$ cat src/rtl/scratch_pkg.sv
package scratch_pkg;

    // Which designator supplies the active register index.
    typedef enum logic [1:0] {
        DSG_N     = 2'd0,
        DSG_P     = 2'd1,
        DSG_X     = 2'd2,
        DSG_X_ALT = 2'd3
    } dsg_src_e;

    // Lane helpers, kept at the default geometry of 16-bit registers
    // and 8-bit lanes.
    function automatic logic [7:0] upper_lane(input logic [15:0] v);
        return v[15:8];
    endfunction

    function automatic logic [7:0] lower_lane(input logic [15:0] v);
        return v[7:0];
    endfunction

endpackage

$ cat src/rtl/scratch_sel.sv
module scratch_sel
    import scratch_pkg::*;
#(
    parameter int SELW = 4
) (
    input  logic [SELW-1:0] dsg_n,
    input  logic [SELW-1:0] dsg_p,
    input  logic [SELW-1:0] dsg_x,
    input  logic [1:0]      dsg_src,
    output logic [SELW-1:0] sel_idx
);
    dsg_src_e src;

    always_comb begin
        src = dsg_src_e'(dsg_src);
        unique case (src)
            DSG_N:   sel_idx = dsg_n;
            DSG_P:   sel_idx = dsg_p;
            default: sel_idx = dsg_x;
        endcase
    end
endmodule

$ cat src/rtl/scratch_regfile.sv
module scratch_regfile #(
    parameter int REG_COUNT = 16,
    parameter int REG_W     = 16,
    parameter int BYTE_W    = 8,
    localparam int SELW     = $clog2(REG_COUNT)
) (
    input  logic                           clk,
    input  logic                           rst,
    input  logic [SELW-1:0]                sel_idx,
    input  logic                           full_we,
    input  logic [REG_W-1:0]               full_val,
    input  logic                           byte_we,
    input  logic                           byte_hi,
    input  logic [BYTE_W-1:0]              byte_val,
    output logic [REG_COUNT-1:0][REG_W-1:0] bank
);
    for (genvar i = 0; i < REG_COUNT; i++) begin : g_reg
        logic hit;
        assign hit = (sel_idx == SELW'(i));

        always_ff @(posedge clk) begin
            if (rst) begin
                bank[i] <= '0;
            end else if (hit && full_we) begin
                // A step write-back beats a byte write to the same register.
                bank[i] <= full_val;
            end else if (hit && byte_we) begin
                if (byte_hi) bank[i][REG_W-1 -: BYTE_W] <= byte_val;
                else         bank[i][BYTE_W-1:0]       <= byte_val;
            end
        end
    end
endmodule

$ cat src/rtl/scratch_incdec.sv
module scratch_incdec #(
    parameter int REG_W = 16
) (
    input  logic [REG_W-1:0] val_in,
    input  logic             down,
    output logic [REG_W-1:0] val_out
);
    // The result keeps REG_W bits, so the step wraps around at both ends.
    always_comb begin
        if (down) val_out = val_in - REG_W'(1);
        else      val_out = val_in + REG_W'(1);
    end
endmodule

$ cat src/rtl/scratch_addr_ser.sv
module scratch_addr_ser #(
    parameter int REG_W  = 16,
    parameter int BYTE_W = 8,
    localparam int NB    = REG_W / BYTE_W,
    localparam int CW    = (NB > 1) ? $clog2(NB) : 1
) (
    input  logic              clk,
    input  logic              rst,
    input  logic              req,
    input  logic [REG_W-1:0]  val,
    output logic [BYTE_W-1:0] bus,
    output logic              first,
    output logic              valid
);
    logic [REG_W-1:0] shreg;
    logic [CW-1:0]    cnt;
    logic             busy;

    always_ff @(posedge clk) begin
        if (rst) begin
            shreg <= '0;
            cnt   <= '0;
            busy  <= 1'b0;
        end else if (req) begin
            // Capture the value from before any write-back in this cycle.
            shreg <= val;
            cnt   <= '0;
            busy  <= 1'b1;
        end else if (busy) begin
            shreg <= shreg << BYTE_W;
            cnt   <= cnt + CW'(1);
            if (cnt == CW'(NB - 1)) busy <= 1'b0;
        end
    end

    assign bus   = shreg[REG_W-1 -: BYTE_W];
    assign first = busy && (cnt == '0);
    assign valid = busy;
endmodule

$ cat src/rtl/scratch_array.sv
module scratch_array
    import scratch_pkg::*;
#(
    parameter int REG_COUNT = 16,
    parameter int REG_W     = 16,
    parameter int BYTE_W    = 8,
    localparam int SELW     = $clog2(REG_COUNT)
) (
    input  logic              clk,
    input  logic              rst,
    input  logic [SELW-1:0]   dsg_n,
    input  logic [SELW-1:0]   dsg_p,
    input  logic [SELW-1:0]   dsg_x,
    input  logic [1:0]        dsg_src,
    input  logic              byte_hi,
    output logic [BYTE_W-1:0] d_out,
    input  logic              wr_en,
    input  logic [BYTE_W-1:0] wr_data,
    input  logic              step_en,
    input  logic              step_down,
    input  logic              addr_req,
    output logic [BYTE_W-1:0] addr_bus,
    output logic              addr_first,
    output logic              addr_valid
);
    logic [SELW-1:0]                sel_idx;
    logic [REG_COUNT-1:0][REG_W-1:0] reg_bank;
    logic [REG_W-1:0]               cur_val;
    logic [REG_W-1:0]               step_val;

    scratch_sel #(.SELW(SELW)) u_sel (
        .dsg_n   (dsg_n),
        .dsg_p   (dsg_p),
        .dsg_x   (dsg_x),
        .dsg_src (dsg_src),
        .sel_idx (sel_idx)
    );

    assign cur_val = reg_bank[sel_idx];

    scratch_incdec #(.REG_W(REG_W)) u_step (
        .val_in  (cur_val),
        .down    (step_down),
        .val_out (step_val)
    );

    scratch_regfile #(
        .REG_COUNT (REG_COUNT),
        .REG_W     (REG_W),
        .BYTE_W    (BYTE_W)
    ) u_rf (
        .clk      (clk),
        .rst      (rst),
        .sel_idx  (sel_idx),
        .full_we  (step_en),
        .full_val (step_val),
        .byte_we  (wr_en),
        .byte_hi  (byte_hi),
        .byte_val (wr_data),
        .bank     (reg_bank)
    );

    scratch_addr_ser #(.REG_W(REG_W), .BYTE_W(BYTE_W)) u_addr (
        .clk   (clk),
        .rst   (rst),
        .req   (addr_req),
        .val   (cur_val),
        .bus   (addr_bus),
        .first (addr_first),
        .valid (addr_valid)
    );

    // Accumulator read path: the selected byte, taken before the update.
    assign d_out = byte_hi ? cur_val[REG_W-1 -: BYTE_W] : cur_val[BYTE_W-1:0];
endmodule

$ cat config.mk
export PLATFORM = sky130hd
export DESIGN_NAME = scratch_array
export DESIGN_NICKNAME = d
export VERILOG_FILES = /design/src/rtl/scratch_pkg.sv /design/src/rtl/scratch_sel.sv /design/src/rtl/scratch_regfile.sv /design/src/rtl/scratch_incdec.sv /design/src/rtl/scratch_addr_ser.sv /design/src/rtl/scratch_array.sv
export SDC_FILE = /design/constraint.sdc
export NUM_CORES = 1
export LEC_CHECK = 0
export ABC_AREA = 1
export CAP_MARGIN = 20
export CORE_MARGIN = 2
export CORE_UTILIZATION = 55
export DETAILED_ROUTE_END_ITERATION = 10
export DONT_BUFFER_PORTS = 1
export PLACE_DENSITY = 0.66
export SLEW_MARGIN = 30
export SYNTH_ARGS = -nofsm -noshare
export SYNTH_HDL_FRONTEND = slang
export SYNTH_SLANG_ARGS = --single-unit
$ cat constraint.sdc
create_clock -name clk -period 7.85 [get_ports clk]
set_input_delay 1.57 -clock clk [delete_from_list [all_inputs] [get_ports clk]]
set_output_delay 1.57 -clock clk [all_outputs]
set_load 0.05 [all_outputs]
# Yosys cells after proc, flatten, opt, wreduce, memory -nomap -nowiden
# Cells that the tools add are included.
word_totals:
  ff_bits: 274
  inputBits: 29
  out_inout_bits: 18
  wordCells: 217
classes:
  add_sub_neg: 3
  order_cmp: 1
  eq_ne: 32
  mux: 44
  n_bitwise: 1
  n_reduce_logical: 101
ops:
  columns: ["op", "count"]
  rows:
  - ["$mux W16", 36]
  - ["$reduce_bool A2 Y1", 33]
  - ["$bmux W16 S4", 1]
  - ["$reduce_and A2 Y1", 32]
  - ["$logic_and A1 B1 Y1", 33]
  - ["$eq A4 B4 Y1 const B", 8]
  - ["$ne A2 B1 Y1 const B", 16]
  - ["$mux W8", 3]
  - ["$add A16 B1 Y16 const B", 1]
  - ["$eq A4 B3 Y1 const B", 4]
  - ["$sub A16 B1 Y16 const B", 1]
  - ["$eq A4 B2 Y1 const B", 2]
  - ["$pmux W4 S2", 1]
  - ["$lt A4 B5 Y1 const B", 1]
  - ["$eq A4 B1 Y1 const B", 1]
  - ["$logic_not A4 Y1", 1]
  - ["$mux W1", 3]
  - ["$eq A2 B1 Y1 const B", 1]
  - ["$logic_not A2 Y1", 1]
  - ["$reduce_or A2 Y1", 1]
  - ["$add A1 B1 Y1 const B", 1]
  - ["$not A1 Y1", 1]

# Longest topological paths before layout
depth:
  word_depth: 7
  mapped_depth: 30
  depth_no_buf: 25

# Cells and area by module
# Synthesis repeated with hierarchy kept, for this count alone.
unflattened:
  cells_unflattened: 3533
  hier_area_um2: 19035.8
by_module_without_submodules:
  columns: ["module", "instances", "cells_per_inst", "area_each_um2", "seq_area_each_um2"]
  rows:
  - ["scratch_regfile", 1, 2441, 13934.6, 5124.9]
  - ["scratch_array", 1, 785, 3283.1, 0.0]
  - ["scratch_incdec", 1, 176, 898.4, 0.0]
  - ["scratch_addr_ser", 1, 113, 842.1, 360.3]
  - ["scratch_sel", 1, 18, 77.6, 0.0]

# Worst setup path before layout
# OpenSTA, ideal clock, no wires.
synth_timing:
  kind: "input port to output port"
  from: "in dsg_src[0]"
  to: "out d_out[4]"
  arrival_time_ns: 4.220
  required_ns: 6.280
  slack_ns: 2.060
  cell_stages: 13
  n_path_buf: 2
  path_cell_list: "nor2_2 nand2_2 nand3_2 inv_2 nand2_1 buf_2 clkbuf_1 o22ai_1 o31ai_1 o21ai_0 inv_1 nand3_1 o21ai_0"
synth_between:
  elab_chain_cells: 5
  word_cells_on_any_way: 6
  classes_between: "eq/ne: 1; mux: 4; reduce/logical: 1"
synth_lines:
  columns: ["element", "line", "text"]
  rows:
  - ["start: declaration", "scratch_array.sv:14", "input logic [1:0] dsg_src,"]
  - ["$eq A2 B1 Y1 / $logic_not A2 Y1 (equally long branches)", "scratch_sel.sv:16", "unique case (src)"]
  - ["$pmux W4 S2 *", "scratch_sel.sv:16", null]
  - ["$bmux W16 S4 *", "scratch_array.sv:39", "assign cur_val = reg_bank[sel_idx];"]
  - ["$mux W16 (implied by the code) *", "scratch_array.sv:39", null]
  - ["$mux W8 *", "scratch_array.sv:74", "assign d_out = byte_hi ? cur_val[REG_W-1 -: BYTE_W] : cur_val[BYTE_W-1:0];"]
  - ["end: declaration", "scratch_array.sv:16", "output logic [BYTE_W-1:0] d_out,"]
# Mark *: on every way between the ends. The rest lies on a longest branch, timed or not. The select of a mux whose other input is x is not followed.

# Final worst setup path
layout_timing:
  from: "in dsg_src[0]"
  to: "out d_out[2]"
# Same word-level chain as after synthesis.

==> impl_metrics.csv <==
group,metric,value,unit
outcome,status,"completed",
hold_path,hold_start,"u_addr.shreg[6]$_SDFFE_PP0P_",
routing,firstDrtPassIters,6,
critical_path,endpoint_kind,"primary output",
sta,period_needed,6.60,ns
sta,worstMarginPinSlew,1.10,ns
job,drv_cap,0,
sta,setup_slack,1.25,ns
sta,period_share,0.841,
place,hpwl,41000,um
routing,drc_errors,0,
final_layout,fin_cells,2488,
synthesis,synth_cell_types,49,
critical_path,cp_data_arrival_time,5.03,ns
sta,finalHoldViolCount,0,
clock_network,clock_path_buffers,3,
synthesis,postSynthAreaPerCell,6.75,um^2
place,io_buffers,0,
synthesis,synthSimpleGateAreaFrac,0.233,
critical_path,r2r_start,"u_rf.bank[208]$_SDFFE_PP0P_",
clock_network,post_cts_buffers,0,
sta,relSlewSlack,0.262,
die,core,26900,um^2
die,start_util,0.558,
pwr,peakVddDrop,0.000258,V
grt,antenna_found_initial,0,
critical_path,cp-start-kind,"primary input",
final_layout,layout.nets,2168,
clock_network,cts_tree,"yes",
synthesis,synth-seq-cells,274,
die,rows,60,
sta,hold-worst-slack,0.462,ns
synthesis,synthAdderAreaFrac,0.0147,
sta,fin_skew,0.0266,ns
critical_path,reg2reg_slack,3.81,ns
synthesis,synthTopCellsByArea,"dfxtp_1 37%, o21ai_0 11%, nor2_1 8.1%",
die,ios,47,
pwr,leakagePower,6.32,nW
synthesis,synth_ff_type,"dfxtp_1",
critical_path,regToRegEndpoint,"u_rf.bank[78]$_SDFFE_PP0P_",
hold_path,hold_class,"reg -> reg",
synthesis,synth_edf_count,0,
sta,setup_viol,0,
sta,fmax,0.151,GHz
sta,tns,0,ns
synthesis,ys_warn_count,0,
clock_network,root_buffer,"clkbuf_16",
synthesis,synth_most_common_cell,"nor2_1",
hold_path,worstHoldEndpoint,"u_addr.shreg[6]$_SDFFE_PP0P_",
routing,drtIter0Drc,2683,
final_layout,drive_gt1_frac,0.0820,
sta,maxSlewViolCount,0,
clock_network,numCtsBuffers,31,
die,die_h,169,um
final_layout,fillers,2557,
final_layout,final_util,0.601,
synthesis,synth_top_family_by_area,"compound AO/OA/AOI/OAI gates",
synthesis,synth.area.mux_share,0,
place,dp_slack,1.09,ns
clock_network,h-tree-depth,1,
hold_path,hold_path_depth,2,
grt,overflow,0,
routing,drt-vias-per-instance,6.76,
routing,via_count,16800,
synthesis,synthesis.instances,2220,
critical_path,critPathRequiredTime,6.28,ns
final_layout,area_delta_synth_final,7.86,%
synthesis,yosysSeqAreaShare,0.366,
pwr,p_per_area,269,nW/um^2
synthesis,synth_common_cells,"324 x nor2_1, 323 x o21ai_0, 274 x dfxtp_1, 251 x nand2_1, 239 x a21oi_1",
grt,grt_max_degree,138,
routing,avgRoutedWirePerCell,25.6,um
critical_path,worst-setup-path-type,"in -> out",
critical_path,path_max_fanout,23,
clock_network,clk_latency,0.59,ns
die,die_area,28600,um^2
grt,grt_pass1_wl,94400,um
critical_path,reg2regPathDepth,18,
synthesis,yosysTopAreaCellShare,0.366,
clock_network,cts_resized,0,
clock_network,clk_pin_slew,0.06,ns
final_layout,antennaDiodeCount,0,
grt,grt_pass1_vias,15300,
synthesis,syn_nets,2266,
synthesis,synth_compound_area_frac,0.290,
routing,wirelength,63800,um
place,finalWeightedCongestion,1.02,
synthesis,synth_area_leader_cell,"dfxtp_1",
synthesis,synthArstFlopShare,0,
clock_network,clock_sinks,274,
place,dp.cells,2430,
synthesis,synth_area,15000,um^2
synthesis,synthXorXnorAreaFrac,0.00701,
clock_network,hold_buffers,0,
sta,rsz0062_at_grt,"no",
die,chipWidth,169,um
grt,track_usage,0.434,
routing,ant_nets,0,
## power breakdown
| group | internal [mW] | switching (mW) |
|---|---|---|
| combinational | 0.268 | 0.953 |
| sequential | 1.45 | 0.0555 |
| clock | 0.985 | 0.639 |
| total | 2.70 | 1.65 |
## area by class of cell
cell class	instances	area [um^2]	area share
flip-flops and latches	274	5490	0.339
multi-input cells	1625	8210	0.508
inverters	140	531	0.0328
clock inverters	17	246	0.0153
repair buffers	50	379	0.0235
well taps	341	427	0.0264
clock buffers	41	883	0.0547
## registers in the layout, summed over array words and instances (netlist names)
name,cells
u_addr.cnt,1
u_addr.shreg,16
u_addr.valid,1
u_rf.bank,256
## metrics by stage
stage | cell area [um^2] | total power, mW
2_1_floorplan | 15000 | 2.19
3_3_place_gp | 15000 | 2.66
3_5_place_dp | 15000 | 2.67
4_1_cts | 16200 | 4.26
5_1_grt | 16200 | 4.40
6_report | 16200 | 4.35
## worst max path at each step
stage / from / end / slack, ns / depth (start not counted)
final: dsg_src[0] / d_out[2] / 1.25 / 14
after global routing: dsg_src[0] / d_out[2] / 1.22 / 14
after CTS: dsg_src[0] / d_out[2] / 1.41 / 14
after detailed placement: dsg_src[0] / u_rf.bank[205]$_SDFFE_PP0P_ / 1.09 / 21
after global placement: dsg_src[0] / u_rf.bank[78]$_SDFFE_PP0P_ / 1.17 / 24
after floorplan: dsg_src[0] / d_out[4] / 2.06 / 13
## layer usage
layer,share of wire,global-route usage,vias to the layer above
met3,0.14,0.101,300
met4,0.073,0.247,0
met5,0,0,-
met1,0.39,0.587,7833
li1,-,-,7434
met2,0.40,0.635,1241
## cells in the final DEF, fill, tap and decap left out, drive strengths merged, types with 54 or more instances in the layout
cell	count
nor2	331
a21oi	249
nand2	269
nor3	79
o22ai	54
o21ai	329
nand3	107
inv	140
dfxtp	274
a31oi	69
## critical path, stage by stage
cell	delay, ns
nor2_2	0.16
nand2_2	0.17
nand3_2	0.14
buf_4	0.24
inv_2	0.08
nand2_2	0.39
buf_4	0.40
buf_4	0.23
o22ai_1	0.09
o31ai_1	0.62
o2111a_1	0.39
nand2_1	0.11
o21ai_1	0.16
buf_4	0.24
## cell families (layout without fill, tap and decap cells)
group	after synthesis	count (layout)
buf+inv	321	248
fa+ha+maj	17	17
simple gates	818	818
compound gates	781	781
flops	274	274
xor+xnor	9	9
Power figures use the tool's default switching activity.
